**src/rtl/cmdport_pkg.sv**
```systemverilog
package cmdport_pkg;
   typedef enum logic [2:0] {
      TGT_CTRL  = 3'd0,
      TGT_SEG   = 3'd1,
      TGT_ADDR  = 3'd2,
      TGT_MASK1 = 3'd3,
      TGT_MASK2 = 3'd4,
      TGT_PSRC  = 3'd5,
      TGT_PDST  = 3'd6,
      TGT_FLAGS = 3'd7
   } tgt_e;

   localparam logic [15:0] OP_SEL_FG = 16'h0600;
   localparam logic [15:0] OP_SEL_BG = 16'h0601;

   // override word: fixed bits 15..6 and 2..0, target in 5..3
   function automatic logic is_override(input logic [15:0] w);
      return (w[15:6] == 10'h008) && (w[2:0] == 3'b000);
   endfunction

   function automatic logic is_writable(input tgt_e t);
      return (t <= TGT_MASK2);
   endfunction
endpackage

```
**src/rtl/cmd_strobe_edge.sv**
```systemverilog
module cmd_strobe_edge #(
   parameter int N = 2
) (
   input  logic         clk,
   input  logic         rst_n,
   input  logic [N-1:0] strobe,
   output logic [N-1:0] rise,
   output logic [N-1:0] fall
);
   if (N < 1) begin : g_bad_n
      $error("cmd_strobe_edge: N must be at least 1");
   end

   for (genvar i = 0; i < N; i++) begin : g_bit
      logic prev_q;
      always_ff @(posedge clk) begin
         if (!rst_n) prev_q <= 1'b0;
         else        prev_q <= strobe[i];
      end
      assign rise[i] = strobe[i] & ~prev_q;
      assign fall[i] = ~strobe[i] & prev_q;
   end
endmodule

```
**src/rtl/cmd_route_ctrl.sv**
```systemverilog
module cmd_route_ctrl
   import cmdport_pkg::*;
#(
   parameter int CMD_W = 16
) (
   input  logic             clk,
   input  logic             rst_n,
   input  logic             wr_rise,
   input  logic             rd_rise,
   input  logic             any_fall,
   input  logic [CMD_W-1:0] wdata,
   output logic             ovr_active,
   output tgt_e             ovr_tgt,
   output logic             ovr_wr,
   output logic             fwd_valid,
   output logic [CMD_W-1:0] fwd_word,
   output logic             bank_bg
);
   if (CMD_W != 16) begin : g_bad_w
      $error("cmd_route_ctrl: command word must be 16 bits");
   end

   logic used_q;

   assign ovr_wr = wr_rise & ovr_active;

   always_ff @(posedge clk) begin
      if (!rst_n) begin
         ovr_active <= 1'b0;
         ovr_tgt    <= TGT_CTRL;
         used_q     <= 1'b0;
         fwd_valid  <= 1'b0;
         fwd_word   <= '0;
         bank_bg    <= 1'b0;
      end else begin
         fwd_valid <= 1'b0;
         if (wr_rise && !ovr_active) begin
            fwd_valid <= 1'b1;
            fwd_word  <= wdata;
            if (is_override(wdata)) begin
               ovr_active <= 1'b1;
               ovr_tgt    <= tgt_e'(wdata[5:3]);
            end
            if (wdata == OP_SEL_FG)      bank_bg <= 1'b0;
            else if (wdata == OP_SEL_BG) bank_bg <= 1'b1;
         end
         if (ovr_active && (wr_rise || rd_rise)) used_q <= 1'b1;
         if (ovr_active && used_q && any_fall) begin
            ovr_active <= 1'b0;
            used_q     <= 1'b0;
         end
      end
   end

   a_r7_clear_after_use: assert property (@(posedge clk) disable iff (!rst_n)
      (ovr_active && used_q && any_fall) |=> !ovr_active);

   a_r2_no_forward_under_ovr: assert property (@(posedge clk) disable iff (!rst_n)
      (wr_rise && ovr_active) |=> !fwd_valid);

   a_r9_bg_select: assert property (@(posedge clk) disable iff (!rst_n)
      (wr_rise && !ovr_active && wdata == OP_SEL_BG) |=> bank_bg);
endmodule

```
**src/rtl/cmd_reg_bank.sv**
```systemverilog
module cmd_reg_bank
   import cmdport_pkg::*;
#(
   parameter int          W      = 16,
   parameter int          PAGE_W = 4,
   parameter int          BANKS  = 2,
   parameter logic [W-PAGE_W-1:0] DEV_ID = '1
) (
   input  logic          clk,
   input  logic          rst_n,
   input  logic          bank_bg,
   input  logic          we,
   input  tgt_e          wsel,
   input  logic [W-1:0]  wdata,
   input  logic [1:0]    page_we,
   input  logic [W-1:0]  page_data,
   input  logic [W-1:0]  flags_in,
   input  tgt_e          rsel,
   output logic [W-1:0]  rdata,
   output logic [W-1:0]  cfg_ctrl,
   output logic [W-1:0]  cfg_seg,
   output logic [W-1:0]  cfg_addr,
   output logic [W-1:0]  cfg_mask1,
   output logic [W-1:0]  cfg_mask2
);
   localparam int SEL_W = (BANKS > 1) ? $clog2(BANKS) : 1;

   if (BANKS != 2) begin : g_bad_banks
      $error("cmd_reg_bank: exactly two banks are supported");
   end
   if (PAGE_W < 1 || PAGE_W >= W) begin : g_bad_page
      $error("cmd_reg_bank: PAGE_W out of range");
   end

   logic [W-1:0]      ctrl_a  [BANKS];
   logic [W-1:0]      seg_a   [BANKS];
   logic [W-1:0]      addr_a  [BANKS];
   logic [W-1:0]      mask1_a [BANKS];
   logic [PAGE_W-1:0] psrc_a  [BANKS];
   logic [W-1:0]      pdst_a  [BANKS];
   logic [W-1:0]      mask2_q;
   logic [SEL_W-1:0]  act;

   assign act = SEL_W'(bank_bg);

   for (genvar b = 0; b < BANKS; b++) begin : g_bank
      logic [W-1:0]      ctrl_r, seg_r, addr_r, mask1_r, pdst_r;
      logic [PAGE_W-1:0] psrc_r;
      logic              mine;
      assign mine = (act == SEL_W'(b));
      always_ff @(posedge clk) begin
         if (!rst_n) begin
            ctrl_r  <= '0;
            seg_r   <= '0;
            addr_r  <= '0;
            mask1_r <= '0;
            psrc_r  <= '0;
            pdst_r  <= '0;
         end else begin
            if (mine && we) begin
               case (wsel)
                  TGT_CTRL:  ctrl_r  <= wdata;
                  TGT_SEG:   seg_r   <= wdata;
                  TGT_ADDR:  addr_r  <= wdata;
                  TGT_MASK1: mask1_r <= wdata;
                  default: ;
               endcase
            end
            if (mine && page_we[0]) psrc_r <= page_data[PAGE_W-1:0];
            if (mine && page_we[1]) pdst_r <= page_data;
         end
      end
      assign ctrl_a[b]  = ctrl_r;
      assign seg_a[b]   = seg_r;
      assign addr_a[b]  = addr_r;
      assign mask1_a[b] = mask1_r;
      assign psrc_a[b]  = psrc_r;
      assign pdst_a[b]  = pdst_r;
   end

   always_ff @(posedge clk) begin
      if (!rst_n)                        mask2_q <= '0;
      else if (we && wsel == TGT_MASK2)  mask2_q <= wdata;
   end

   assign cfg_ctrl  = ctrl_a[act];
   assign cfg_seg   = seg_a[act];
   assign cfg_addr  = addr_a[act];
   assign cfg_mask1 = mask1_a[act];
   assign cfg_mask2 = mask2_q;

   always_comb begin
      case (rsel)
         TGT_CTRL:  rdata = ctrl_a[act];
         TGT_SEG:   rdata = seg_a[act];
         TGT_ADDR:  rdata = addr_a[act];
         TGT_MASK1: rdata = mask1_a[act];
         TGT_MASK2: rdata = mask2_q;
         TGT_PSRC:  rdata = {DEV_ID, psrc_a[act]};
         TGT_PDST:  rdata = pdst_a[act];
         default:   rdata = flags_in;
      endcase
   end

   a_r5_write_lands: assert property (@(posedge clk) disable iff (!rst_n)
      (we && wsel == TGT_CTRL) |=> (cfg_ctrl == $past(wdata)));

   a_r6_read_only_kept: assert property (@(posedge clk) disable iff (!rst_n)
      (we && !is_writable(wsel) && page_we == 2'b00)
      |=> ($stable(psrc_a[act]) && $stable(pdst_a[act])));

   a_r10_page_load: assert property (@(posedge clk) disable iff (!rst_n)
      page_we[0] |=> ((psrc_a[act] == $past(page_data[PAGE_W-1:0]))
                      || (bank_bg != $past(bank_bg))));
endmodule

```
**src/rtl/cmd_port_ovr.sv**
```systemverilog
module cmd_port_ovr
   import cmdport_pkg::*;
#(
   parameter int                 CMD_W  = 16,
   parameter int                 PAGE_W = 4,
   parameter logic [CMD_W-PAGE_W-1:0] DEV_ID = 12'hA5C
) (
   input  logic             clk,
   input  logic             rst_n,
   input  logic             cmd_wr,
   input  logic             cmd_rd,
   input  logic [CMD_W-1:0] cmd_wdata,
   input  logic [CMD_W-1:0] status_in,
   input  logic [CMD_W-1:0] flags_in,
   input  logic [1:0]       page_we,
   input  logic [CMD_W-1:0] page_data,
   output logic [CMD_W-1:0] cmd_rdata,
   output logic             instr_valid,
   output logic [CMD_W-1:0] instr_word,
   output logic             bank_bg,
   output logic [CMD_W-1:0] cfg_ctrl,
   output logic [CMD_W-1:0] cfg_seg,
   output logic [CMD_W-1:0] cfg_addr,
   output logic [CMD_W-1:0] cfg_mask1,
   output logic [CMD_W-1:0] cfg_mask2
);
   localparam int STB_WR = 0;
   localparam int STB_RD = 1;

   logic [1:0]       rise, fall;
   logic             ovr_active, ovr_wr;
   tgt_e             ovr_tgt;
   logic [CMD_W-1:0] reg_rdata;

   cmd_strobe_edge #(.N(2)) u_edge (
      .clk    (clk),
      .rst_n  (rst_n),
      .strobe ({cmd_rd, cmd_wr}),
      .rise   (rise),
      .fall   (fall)
   );

   cmd_route_ctrl #(.CMD_W(CMD_W)) u_route (
      .clk        (clk),
      .rst_n      (rst_n),
      .wr_rise    (rise[STB_WR]),
      .rd_rise    (rise[STB_RD]),
      .any_fall   (|fall),
      .wdata      (cmd_wdata),
      .ovr_active (ovr_active),
      .ovr_tgt    (ovr_tgt),
      .ovr_wr     (ovr_wr),
      .fwd_valid  (instr_valid),
      .fwd_word   (instr_word),
      .bank_bg    (bank_bg)
   );

   cmd_reg_bank #(.W(CMD_W), .PAGE_W(PAGE_W), .BANKS(2), .DEV_ID(DEV_ID)) u_regs (
      .clk       (clk),
      .rst_n     (rst_n),
      .bank_bg   (bank_bg),
      .we        (ovr_wr),
      .wsel      (ovr_tgt),
      .wdata     (cmd_wdata),
      .page_we   (page_we),
      .page_data (page_data),
      .flags_in  (flags_in),
      .rsel      (ovr_tgt),
      .rdata     (reg_rdata),
      .cfg_ctrl  (cfg_ctrl),
      .cfg_seg   (cfg_seg),
      .cfg_addr  (cfg_addr),
      .cfg_mask1 (cfg_mask1),
      .cfg_mask2 (cfg_mask2)
   );

   assign cmd_rdata = ovr_active ? reg_rdata : status_in;

   a_r2_single_pulse: assert property (@(posedge clk) disable iff (!rst_n)
      instr_valid |=> !instr_valid);
endmodule

```
**config.mk**
```make
export PLATFORM = sky130hd
export DESIGN_NAME = cmd_port_ovr
export DESIGN_NICKNAME = d
export VERILOG_FILES = /design/src/rtl/cmdport_pkg.sv /design/src/rtl/cmd_strobe_edge.sv /design/src/rtl/cmd_route_ctrl.sv /design/src/rtl/cmd_reg_bank.sv /design/src/rtl/cmd_port_ovr.sv
export SDC_FILE = /design/constraint.sdc
export NUM_CORES = 1
export LEC_CHECK = 0
export ABC_CLOCK_PERIOD_IN_PS = 6200
export BUFFER_PORTS_ARGS = -buffer_cell sky130_fd_sc_hd__buf_2
export CAP_MARGIN = 25
export CORE_MARGIN = 5
export CORE_UTILIZATION = 61
export DETAILED_ROUTE_END_ITERATION = 10
export PLACE_DENSITY_LB_ADDON = 0.25
export SETUP_SLACK_MARGIN = 0.05
export SKIP_CTS_REPAIR_TIMING = 1
export SYNTH_ARGS = -nofsm -noshare
export SYNTH_HDL_FRONTEND = slang
export SYNTH_HIERARCHICAL = 1
export SYNTH_SLANG_ARGS = --single-unit
```
**constraint.sdc**
```tcl
create_clock -name clk -period 6.2 [get_ports clk]
set_input_delay 0.31 -clock clk [delete_from_list [all_inputs] [get_ports clk]]
set_output_delay 0.31 -clock clk [all_outputs]
set_load 0.01 [all_outputs]
```
After elaboration in Yosys (flattened, before gate mapping)
Cells that the tools add are included. W data, S select, Z words.

Equality and inequality tests: 9. Bitwise logic cells: 12. Add/sub/neg operators: 0. Div/mod/pow operators: 0. Order comparisons: 1. Reduce and logical (&&, ||, !) cells: 29. Multipliers: 0. Muxes and demuxes: 23. Shift operators: 0.

Operators with widths (number): $mux W16 (16); $pmux W16 S7 (1); $eq A16 B11 Y1 const B (2); $reduce_and A2 Y1 (10); $logic_and A1 B1 Y1 (12); $mux W4 (3); $eq A10 B4 Y1 const B (1); $eq A3 B3 Y1 const B (3); $eq A3 B2 Y1 const B (2); $logic_not A3 Y1 (2); $not A1 Y1 (6); $and A1 B1 Y1 (5); $reduce_or A2 Y1 (2); $eq A3 B1 Y1 const B (1); $mux W1 (3); $ge A2 B2 Y1 const B (1); $not A1 Y2 (1); $reduce_bool A2 Y1 (1); $logic_not A1 Y1 (1); $logic_or A1 B1 Y1 (1).

Bits in writable memories: 0. Register bits: 209. Latch bits: 0. Output and inout bits: 114. Memory bits (read-only): 0. Logic and storage cells: 95. Input bits: 70. Memories: 0.

Depth between registers and ports, before layout
Depth in word-level cells: 6. Depth in mapped cells: 8. Depth with buffers taken out: 6.

Hierarchy
The synthesis kept the hierarchy.

Modules (own cells, without submodules): cmd_reg_bank (area each 9251.4 sq um, cells each 1035, instances 1, sequential area each 3683.5 sq um); cmd_route_ctrl (area each 914.6 sq um, cells each 106, instances 1, sequential area each 460.4 sq um); cmd_port_ovr (area each 255.2 sq um, cells each 19, instances 1, sequential area each 0.0 sq um); cmd_strobe_edge (area each 77.6 sq um, cells each 8, instances 1, sequential area each 40.0 sq um).

Worst setup path before layout
OpenSTA, ideal clock, no wires.

Path type: register to output. Start: reg u_route.bank_bg. End: out cmd_rdata[1]. Stages on the path, launching flop included: 8. Data arrival time: 2002 ps. Data required time: 5890 ps. Path slack: 3888 ps. Buffers on the path: 2. Path through: dfxtp_1 > buf_6 > buf_6 > mux2_2 > a222oi_1 > a22oi_1 > o22a_1 > mux2_2.

Longest elaborated chain between the ends: 6. Elaborated cells on any way between the ends: 21. Classes of those cells: mux: 20; bitwise: 1.

Ends and longest elaborated chain: start: declaration (RTL line cmd_route_ctrl.sv:17) `output logic bank_bg`; start signal: assignment (RTL line cmd_route_ctrl.sv:34) `bank_bg <= 1'b0;`; start signal: assignment (RTL line cmd_route_ctrl.sv:44) `if (wdata == OP_SEL_FG) bank_bg <= 1'b0;`; start signal: assignment (RTL line cmd_route_ctrl.sv:45) `else if (wdata == OP_SEL_BG) bank_bg <= 1'b1;`; $not A1 Y2; $mux W16 (3 in a row); via cfg_ctrl[1] (RTL line cmd_port_ovr.sv:21) `output logic [CMD_W-1:0] cfg_ctrl,`; $pmux W16 S7 (RTL line cmd_reg_bank.sv:93) `case (rsel)`; via reg_rdata[1] (RTL line cmd_port_ovr.sv:33) `logic [CMD_W-1:0] reg_rdata;`; $mux W16 (RTL line cmd_port_ovr.sv:77) `assign cmd_rdata = ovr_active ? reg_rdata : status_in;`; end: declaration (RTL line cmd_port_ovr.sv:17) `output logic [CMD_W-1:0] cmd_rdata,`.

The timed path passes the listed nets, and every way through them passes these cells. The select of a mux whose other input is x is not followed.

Worst setup path in the final report
Start: reg u_route.bank_bg. End: out cmd_rdata[14].

Longest elaborated chain between the ends: 6. Elaborated cells on any way between the ends: 18. Classes of those cells: mux: 17; bitwise: 1.

Ends and longest elaborated chain (RTL line): $not A1 Y2 (implied by the code) (*); $mux W16, on equally long branches (3 in a row); $pmux W16 S7 (*) (cmd_reg_bank.sv:93); via reg_rdata[14] (cmd_port_ovr.sv:33); $mux W16 (*) (cmd_port_ovr.sv:77).

Mark *: on every way through the listed nets, which the timed path passes. The rest lies on a longest branch. The select of a mux whose other input is x is not followed.

==> results.toml <==
[run_status]
status = "complete, no violations"

[place]
placed_cells = 1487
place.gp.congestion = 0.909
numPortBuffers = 183
place_hpwl_um = 21400

[logic_synthesis]
synth_compound_area_share_pct = 16.3
syn_area_per_cell_um2 = 8.99
yosys_warnings = 6
syn_inst = 1168
syn_area_mm2 = 0.0105
synthAdderAreaFrac_pct = 0
synth_area_leaders = "dfxtp_1, nand2_1, a21boi_0"
syn_nets = 1238
yosysSeqAreaShare_pct = 39.9
synth.largest_area_cell = "dfxtp_1"
ys_ff_latch = 209
ys.flop_type = "dfxtp_1"
synth_top_cell_area_share_pct = 39.9
synth_mux_area_share_pct = 19.1
synth_edf_count = 0
async_flop_share_pct = 0
synth_xor_area_share_pct = 0
synth_top_family_by_area = "simple AND/OR/NAND/NOR gates"
synth_simple_gate_area_share_pct = 19.6
synth_cell_types = 54

[detailed_routing]
num_vias = 9082
wl_met3_um = 2640
wl_met2_um = 14700
wire_per_inst_um = 20.7
dr.first_iter.drc_count = 1030
wl_um = 31600
dr.pass1.iters = 5
highest_layer = "met4"
drc_errors = 0
wl_met1_um = 12800
via_per_inst = 5.96
antenna_left = 0

[critical_path]
path_delay_family = "multiplexers"
crit_buf_inv = 2
crit_slowest_cell = "dfxtp_4"
end_kind = "output pin"
required_ns = 5.89
start_kind = "flop"
cp_slowest_stage_delay_ns = 0.78
worstSetupPathType = "flop to output pin"
cp.arrival_ns = 3.38
critPathMaxFanout = 48
crit_chain = "buf_4 > mux2_2 > mux4_2 > o22ai_1 > a21oi_1 > mux2_4 > buf_2"

[job]
maxCapViolCount = 0

[die]
initial_core_util_pct = 61.3
die_w_um = 141
core_region_area_mm2 = 0.0171
num_rows = 48
io_pins = 184
dieHeight_um = 141
dieArea_mm2 = 0.0199

[timing]
final_max_slew_viol_count = 0
rsz0062_at_grt = "no"
report.final.setup_viol = 0
final-hold-violation-count = 0
fin_setup_tns_ns = 0
timing.fmax_ghz = 0.271
period_minus_slack_ns = 3.69
tightest_slew_ns = 1.11
skew_ns = 0.0163
min_period_over_period_pct = 59.6
max-slew-margin-rel_pct = 25.5

[finish]
nets = 1356
fillers = 1387
area_growth_pct = 14.3
diodes = 0
final_cells = 1524
drive_gt1_share_pct = 27.6

[grt]
overflow = 0
first_global_vias = 8914
grt_usage_pct = 30.6
grt_max_degree = 112
antenna_found_initial = 0
grt_pass1_wl_um = 48900

[clocking]
cts_made_buffers = 22
clockBufferDepth = 3
insertion_delay_ns = 0.51
clockRootBuffer = "clkbuf_16"
cts_tree = "done"
clock_sinks = 209
htreeDepth = 1
path_clk_slew_ns = 0.06

[power]
ir_worst_vdd_v = 0.000208
powerDensity_mw_per_mm2 = 234
p_leak_uw = 0.00459

[hold_path]
min_path_type = "input port to flop"
logic make-up after synthesis:
group / count (synthesis)
multiplexers: 159
flip-flops: 209
buffers and inverters: 107
AO/OA/AOI/OAI: 232
AND/OR/NAND/NOR: 461
where the power goes:
part	leakage [uW]	total [uW]	internal, uW	switching (uW)
logic	0.00255	142	61.3	80.4
clock network	0.000351	1300	775	525
registers	0.00169	1370	1360	9.18
total	0.00459	2810	2190	615
flip-flops by register name (all words and copies together), names as in the netlist:
signal,count
u_regs/g_bank.seg_r,32
u_route/ovr_tgt,3
u_edge/g_bit.prev_q,2
u_route/ovr_active,1
u_regs/g_bank.ctrl_r,32
u_regs/g_bank.pdst_r,32
u_regs/g_bank.psrc_r,8
u_regs/g_bank.mask1_r,32
u_regs/g_bank.addr_r,32
u_route/fwd_valid,1
u_route/fwd_word,16
u_regs/cfg_mask2,16
u_route/bank_bg,1
u_route/used_q,1
path summary, 6_finish.rpt:
| check | from | to | slack [ns] | cells after the start |
|---|---|---|---|---|
| worst min-delay path | cmd_rd | u_edge/g_bit[1].prev_q | 0.04 | 2 |
| worst max-delay path | u_route/bank_bg | cmd_rdata[14] | 2.51 | 7 |
| worst max register to register | u_edge/g_bit[0].prev_q | u_regs/cfg_mask2[0] | 3.71 | 6 |
| worst min register to register | u_route/used_q | u_route/used_q | 0.45 | 2 |
per-stage QoR:
| step | area, um2 | total power [uW] | utilization, % | setup WS, ns | hold WS [ns] |
|---|---|---|---|---|---|
| after CTS | 12000 | 2810 | 70.1 | 2.51 | 0.0363 |
| after detailed placement | 11300 | 1540 | 66.0 | 3.04 | 0.442 |
| final | 12000 | 2810 | 70.1 | 2.51 | 0.0429 |
| after global routing | 12000 | 2890 | 70.1 | 2.34 | 0.0511 |
| after global placement | 11300 | 1530 | 65.8 | 3.06 | 0.432 |
| after floorplan | 10500 | 1470 | - | 3.89 | 0.423 |
layout by cell type, fill, tap and decap left out, types with 5 or more instances in the layout:
cell,netlist,final
and2_1,11,11
a21boi_1,34,34
buf_2,29,182
mux2i_1,45,45
o22a_1,6,6
a21boi_0,130,130
clkbuf_1,51,5
nand2b_1,6,6
nand3_1,7,7
inv_1,5,5
nand2_1,350,350
nor3_1,6,6
o21ai_0,9,9
a22oi_1,11,11
dfxtp_1,209,206
mux4_2,18,18
buf_4,9,12
nor2_1,14,14
a21oi_1,11,11
nor2b_1,47,47
clkbuf_16,0,23
mux2_2,78,78
o22ai_1,5,5
mux2_4,17,17
clkbuf_8,0,5
cell type report:
cell class | count | area, um2 | area share (%)
Clock inverter | 4 | 45.0 | 0.375
Clock buffer | 33 | 663 | 5.53
Tap cell | 225 | 282 | 2.35
Timing Repair Buffer | 196 | 1030 | 8.56
Sequential cell | 209 | 4190 | 34.9
Inverter | 5 | 18.8 | 0.156
Multi-Input combinational cell | 852 | 5770 | 48.1
Yosys cell counts, types with 7 or more instances:
cell / count
nand2_1: 350
dfxtp_1: 209
a21boi_0: 130
mux2_2: 78
clkbuf_1: 51
nor2b_1: 47
mux2i_1: 45
a21boi_1: 34
buf_2: 29
mux4_2: 18
mux2_4: 17
nor2_1: 14
a21oi_1: 11
a22oi_1: 11
and2_1: 11
buf_4: 9
o21ai_0: 9
buf_6: 7
nand3_1: 7
per-layer routing:
layer,vias up,GRT usage (%)
met5,-,0
met4,0,13.6
met3,86,6.00
met2,457,49.3
met1,4332,40.1
li1,4207,-
(Power assumes the default switching activity.)
